--- src/rtl/sar_adc_ctl.sv ---
module sar_adc_ctl #(
  parameter int CLK_DIV = 4,
  parameter int T_PULSE = 4,
  parameter int T_CONV  = 163,
  parameter int T_WAKE  = 25000000,
  parameter int RES_W   = 12,
  parameter int CFG_W   = 6
) (
  input  logic             clk,
  input  logic             rst_n,
  input  logic             start,
  input  logic [CFG_W-1:0] cfg,
  input  logic             hold_high,
  output logic             busy,
  output logic             done,
  output logic [RES_W-1:0] result,
  output logic             result_bipolar,
  output logic             convst,
  output logic             sck,
  output logic             sdi,
  input  logic             sdo
);
  localparam int CW = $clog2(T_CONV + 1);
  localparam int WW = $clog2(T_WAKE + 1);
  localparam int DW = $clog2(CLK_DIV + 1);
  localparam int BW = $clog2(RES_W + 1);
  localparam int UNI_BIT = 1;
  localparam int SLP_BIT = 0;

  typedef enum logic [1:0] {S_IDLE, S_WAKE, S_CONV, S_SHIFT} state_t;
  state_t state;

  logic [CW-1:0]    cnt;
  logic [WW-1:0]    wake_cnt;
  logic [DW-1:0]    div;
  logic [BW-1:0]    nbit;
  logic [CFG_W-1:0] cfg_q, tx;
  logic [RES_W-1:0] rx;
  logic             hold_q, uni_eff, slp_eff;

  assign busy = (state != S_IDLE);

  always_ff @(posedge clk or negedge rst_n) begin
    if (!rst_n) begin
      state          <= S_IDLE;
      cnt            <= '0;
      wake_cnt       <= '0;
      div            <= '0;
      nbit           <= '0;
      cfg_q          <= '0;
      tx             <= '0;
      rx             <= '0;
      hold_q         <= 1'b0;
      uni_eff        <= 1'b0;
      slp_eff        <= 1'b0;
      done           <= 1'b0;
      result         <= '0;
      result_bipolar <= 1'b0;
      convst         <= 1'b0;
      sck            <= 1'b0;
      sdi            <= 1'b0;
    end else begin
      done <= 1'b0;
      if (wake_cnt != '0) wake_cnt <= wake_cnt - WW'(1);
      case (state)
        S_IDLE: if (start) begin
          cfg_q  <= cfg;
          hold_q <= hold_high;
          state  <= S_WAKE;
        end
        S_WAKE: if (wake_cnt == '0) begin
          convst <= 1'b1;
          cnt    <= CW'(1);
          state  <= S_CONV;
        end
        S_CONV: begin
          cnt <= cnt + CW'(1);
          if (!hold_q && cnt == CW'(T_PULSE)) convst <= 1'b0;
          if (cnt == CW'(T_CONV)) begin
            convst <= 1'b0;
            state  <= S_SHIFT;
            div    <= '0;
            nbit   <= '0;
            tx     <= cfg_q;
            sdi    <= cfg_q[CFG_W-1];
            if (hold_q && slp_eff) wake_cnt <= WW'(T_WAKE);
          end
        end
        S_SHIFT: begin
          if (div == DW'(CLK_DIV - 1)) begin
            div <= '0;
            sck <= ~sck;
            if (!sck) begin
              rx   <= {rx[RES_W-2:0], sdo};
              nbit <= nbit + BW'(1);
            end else if (nbit == BW'(RES_W)) begin
              state          <= S_IDLE;
              done           <= 1'b1;
              result         <= rx;
              result_bipolar <= ~uni_eff;
              uni_eff        <= cfg_q[UNI_BIT];
              slp_eff        <= cfg_q[SLP_BIT];
              sdi            <= 1'b0;
            end else begin
              tx  <= {tx[CFG_W-2:0], 1'b0};
              sdi <= tx[CFG_W-2];
            end
          end else begin
            div <= div + DW'(1);
          end
        end
        default: state <= S_IDLE;
      endcase
    end
  end
endmodule

--- config.mk ---
export PLATFORM = sky130hd
export DESIGN_NAME = sar_adc_ctl
export DESIGN_NICKNAME = d
export VERILOG_FILES = /design/src/rtl/sar_adc_ctl.sv
export SDC_FILE = /design/constraint.sdc
export NUM_CORES = 1
export LEC_CHECK = 0
export ABC_AREA = 1
export BUFFER_PORTS_ARGS = -buffer_cell sky130_fd_sc_hd__buf_2
export CAP_MARGIN = 10
export CORE_ASPECT_RATIO = 1.1
export CORE_MARGIN = 2
export CORE_UTILIZATION = 28
export DETAILED_ROUTE_END_ITERATION = 10
export HOLD_SLACK_MARGIN = 0.02
export SETUP_SLACK_MARGIN = 0.1
export SLEW_MARGIN = 20
export SYNTH_ARGS = -nofsm -noshare
export SYNTH_HDL_FRONTEND = slang
export SYNTH_SLANG_ARGS = --single-unit
--- constraint.sdc ---
create_clock -name clk -period 1.7 [get_ports clk]
set_input_delay 0.085 -clock clk [delete_from_list [all_inputs] [get_ports clk]]
set_output_delay 0.085 -clock clk [all_outputs]
set_load 0.01 [all_outputs]
* Word level (Yosys, flattened, before mapping)
Index checks and enable logic that the tools add are counted.
Word-level totals: register bits 85, output and inout port bits 18, word-level logic and storage cells 97
Operators by class: $add $sub $neg 4, equal/unequal tests 16, muxes and demuxes 38, bitwise operators 2, reduce and logical (&&, ||, !) cells 20
Operators with widths (count):
- 2-to-1 mux 25 bit | 4
- logical NOT 25 bit | 1
- nonzero test 25 bit | 1
- subtractor 25 x 1 -> 25 bit, second input constant | 1
- 2-to-1 mux 5 bit | 4
- != test 2 bit, second input constant | 8
- one-hot mux 8 bit (2 select lines) | 1
- 2-to-1 mux 2 bit | 6
- 2-to-1 mux 4 bit | 3
- AND reduction 4 bit | 3
- 2-to-1 mux 1 bit | 11
- one-hot mux 5 bit (2 select lines) | 1
- adder 8 x 1 -> 8 bit, second input constant | 1
- == test 8 x 3 -> 1 bit, second input constant | 1
- == test 8 bit, second input constant | 1
- 2-to-1 mux 8 bit | 1
- one-hot mux 2 bit (4 select lines) | 1
- one-hot mux 4 bit (2 select lines) | 1
- AND reduction 2 bit | 4
- 2-to-1 mux 3 bit | 2
- one-hot mux 3 bit (2 select lines) | 1
- AND reduction 3 bit | 2
- AND reduction 6 bit | 1
- nonzero test 2 bit | 3
- other kinds (13) | 17

* Longest topological paths before layout
depth in word-level cells 5, depth in mapped cells 11

* Worst setup path before layout
No wires, ideal clock.
path type register to register, start register wake_cnt[0], end register wake_cnt[11], setup time 128 ps, data arrival time 1460 ps, required time 1572 ps, path slack 112 ps, stages on the path, launching flop included 10, path buffers 0, period minus slack after synthesis 1588 ps, cell sequence dfrtp_1 inv_1 ha_1 nand2_4 nor2_8 nand2_4 nor2_8 nor2_1 nand3_1 nand3_1
Between the ends: cells in the longest elaborated chain, start to end 5, elaborated cells on any way between the ends 6, classes of those cells add/sub: 1; mux: 4; reduce/logical: 1
Ends and longest elaborated chain:
- start: declaration | RTL line 34 | logic [WW-1:0] wake_cnt;
- start signal: assignment | RTL line 64 | if (wake_cnt != '0) wake_cnt <= wake_cnt - WW'(1);
- start signal: assignment | RTL line 86 | if (hold_q && slp_eff) wake_cnt <= WW'(T_WAKE);
- subtractor 25 x 1 -> 25 bit or nonzero test 25 bit (tied branches) | RTL line 64
- 2-to-1 mux 25 bit (*) | RTL line 64
- 2-to-1 mux 25 bit | RTL line 86
- 2-to-1 mux 25 bit | RTL line 79 | if (cnt == CW'(T_CONV)) begin
- 2-to-1 mux 25 bit (*) | RTL line 65 | case (state)
Every way passes the cells marked *; elsewhere a longest branch is shown, timed or not. A chain may end at the register's enable or synchronous reset.

* Worst setup path after layout
start register wake_cnt[0], end register wake_cnt[10]
Same word-level chain as after synthesis.

==> flow_summary_export.csv <==
group,metric,value,unit
cells_and_area,n_antenna_cell,0,
die,core,0.01568,sq mm
pwr,power_frac_seq,38.9,%
min_path,hold_class,"in -> reg",
logic_synthesis,syn_avg_cell_area,7.946,sq um
timing,layout_min_cycle_time,1.578,ns
min_path,min_path_cells,3,
route,ant_nets,0,
clock_network,tritoncts,"yes",
pwr,peakVddDrop,0.7071,mV
global_routing,grt_overflow,0,
logic_synthesis,syn_nets,587,
logic_synthesis,synth_cells,565,
cells_and_area,final_common_cell,"nand2_1",
setup_path,criticalPathCategory,"reg -> reg",
die,start_util,28.64,%
logic_synthesis,yosys_register_bits,85,
pwr,pwr-share-clk,31.5,%
route,vias,3796,
global_routing,grt_pass1_wl,17840,um
global_routing,grt_max_degree,34,
pwr,finalPower,6.340,mW
status,status,"finished clean",
route,drc,0,
clock_network,cts_buffers,9,
global_routing,grtUsageTotal,13.02,%
setup_path,critPathArrivalTime,1.81,ns
setup_path,worst_r2r_path_depth,9,
cells_and_area,layout_common_cells,"155 x nand2_1, 82 x dfrtp_1, 55 x nor2_1",
route,finalWirelength,10570,um
die,boundaryPins,29,
pwr,combPwrFrac,29.5,%
timing,worst_pin_slew,0.4280,ns
place,routabilityCongestion,0.8719,
clock_network,h-tree-depth,3,
pwr,power.share.switching,33.81,%
pwr,switchingPower,2.144,mW
pwr,p_leak,3.068,nW
timing,clock-skew-final,0.006200,ns
clock_network,cts-root-buf,"clkbuf_16",
route,firstDrtPassIters,4,
route,dr.first_iter.drc_count,144,
timing,rsz0062_at_grt,"yes",
timing,finalSetupTns,0,ns
setup_path,crit_fanout,6,
logic_synthesis,yosys_warnings,0,
setup_path,worstPathRequired,1.93,ns
global_routing,antenna_found_initial,0,
cells_and_area,multi_input_comb_area,0.002273,sq mm
die,rows,48,
pwr,internal_power,4.196,mW
cells_and_area,layout.nets,670,
clock_network,clock_sinks,85,
die,die-height,136.8,um
timing,post-route-period-util,92.83,%
setup_path,critPathLaunchType,"flip-flop",
route,wire_per_inst,12.40,um
clock_network,insertion_delay,0.35,ns
clock_network,clkTransAtPathRegs,0.07,ns
logic_synthesis,syn-cell-area,0.004489,sq mm
timing,setup_viol_count_final,0,
cells_and_area,drive_gt1_share,27.30,%
cells_and_area,seq_area,0.002131,sq mm
place,hpwl,7493,um
setup_path,endpoint_kind,"flip-flop",
timing,hold_violations,0,
logic_synthesis,yosysUniqueCellTypes,37,
timing,max_freq,633.7,MHz
die,fp.dieW,124.7,um
route,vias_per_cell,4.455,
timing,drv_slew,0,
cells_and_area,fill_cells,1582,
die,die_area,0.01706,sq mm
timing,maxSlewHeadroom,71.47,%
pwr,power.density,1095,mW/mm^2
place,port_buffers,28,
cells_and_area,area_delta_synth_final,28.99,%
global_routing,grt_pass1_vias,3736,
clock_network,ctsLongestPathBuffers,2,
flow_run,drv_cap,0,
logic_synthesis,seq_area_frac_synth,47.38,%
[area by class of cell]
cell class                 instances  share of cell area [%]
clock inverter                     6                   1.253
sequential                        85                   36.80
multi-input combinational        408                   39.26
clock buffer                       9                   3.889
timing repair buffer              83                   10.39
tap                              200                   4.322
inverter                          61                   4.084
[critical path, stage by stage, from the launching register on]
cell	delay [ns]
dfrtp_1	0.41
inv_2	0.09
ha_4	0.16
nand2_8	0.07
nor2_8	0.18
nand2_4	0.10
nor2_8	0.22
nor2_4	0.07
nor2_1	0.11
nor2_2	0.06
[metrics by stage]
step,cell area (sq um),instances,setup slack (ns),hold slack [ns],util [%]
after floorplan,4489,565,0.1124,-0.2106,-
after global placement,5051,813,0.06182,0.05830,32.22
after detailed placement,5051,813,0.05356,0.05857,32.22
after CTS,5512,840,0.1007,0.1773,35.16
after global routing,5791,852,0.02089,0.1783,36.94
final,5791,852,0.1218,0.1871,36.94
[power groups by stage]
stage / Clock [mW] / Combinational, mW / Sequential [mW]
CTS: 2.06 / 1.63 / 2.47
finish: 2.00 / 1.87 / 2.47
floorplan: 0 / 1.07 / 2.49
global placement: 0 / 1.59 / 2.50
global route: 2.16 / 2.15 / 2.50
detailed placement: 0 / 1.60 / 2.51
[cell families after synthesis]
| logic type | after synthesis | share of synthesized area, % |
|---|---|---|
| simple gates | 332 | 34.00 |
| compound gates | 55 | 6.717 |
| mux | 2 | 0.5016 |
| xor+xnor | 7 | 1.366 |
| buf+inv | 73 | 6.968 |
| fa+ha+maj | 11 | 3.066 |
| flops | 85 | 47.38 |
[worst paths after layout]
check | from | end | slack (ns)
worst max-delay path | wake_cnt[0] | wake_cnt[10] | 0.12
worst min-delay path | start | hold_q | 0.19
worst max register to register | wake_cnt[0] | wake_cnt[10] | 0.12
worst min register to register | uni_eff | result_bipolar | 0.46
max in group asynchronous | rst_n | wake_cnt[3] | 0.92
min in group asynchronous | rst_n | wake_cnt[16] | 0.23
[Yosys cell counts, drive strengths merged]
master	count	share of area, %
nand3b	2	0.33
nor3b	2	0.33
xor2	5	0.98
o21ai	38	4.7
nand4	10	1.9
a31o	1	0.20
a21oi	14	1.6
inv	61	5.1
nand3	49	5.7
o211ai	1	0.17
xnor2	2	0.39
dfrtp	85	47
ha	11	3.1
nor3	7	1.0
o22ai	1	0.14
mux2	2	0.50
nor2	89	9.4
buf	6	1.3
or2	1	0.14
clkbuf	6	0.53
nand2	172	15
[layer usage]
metal  track usage, %  routed length [um]  share of wire (%)  vias to the layer above
li1                 -                   -                  -                     1961
met1            16.57                4930                 47                     1773
met2            21.31                5107                 48                       50
met3            3.440                 361                3.4                       12
met4            5.056                 168                1.6                        0
met5                0                   0                  0                        -
[what timing repair did]
item	in CTS	in global routing
resized for setup	10	59
gates cloned	1	0
setup buffers	2	12
pin swaps	5	13
hold endpoints to repair	35	0
endpoints found under the setup margin	28	59
hold buffers	9	0
[state kept, by name, summed over array words and instances, names as in the netlist]
name	cells
wake_cnt	25
result	12
rx	12
cnt	8
cfg_q	6
tx	5
nbit	4
div	3
state	2
convst	1
done	1
hold_q	1
result_bipolar	1
sck	1
sdi	1
slp_eff	1
uni_eff	1
(Power assumes the default switching activity.)
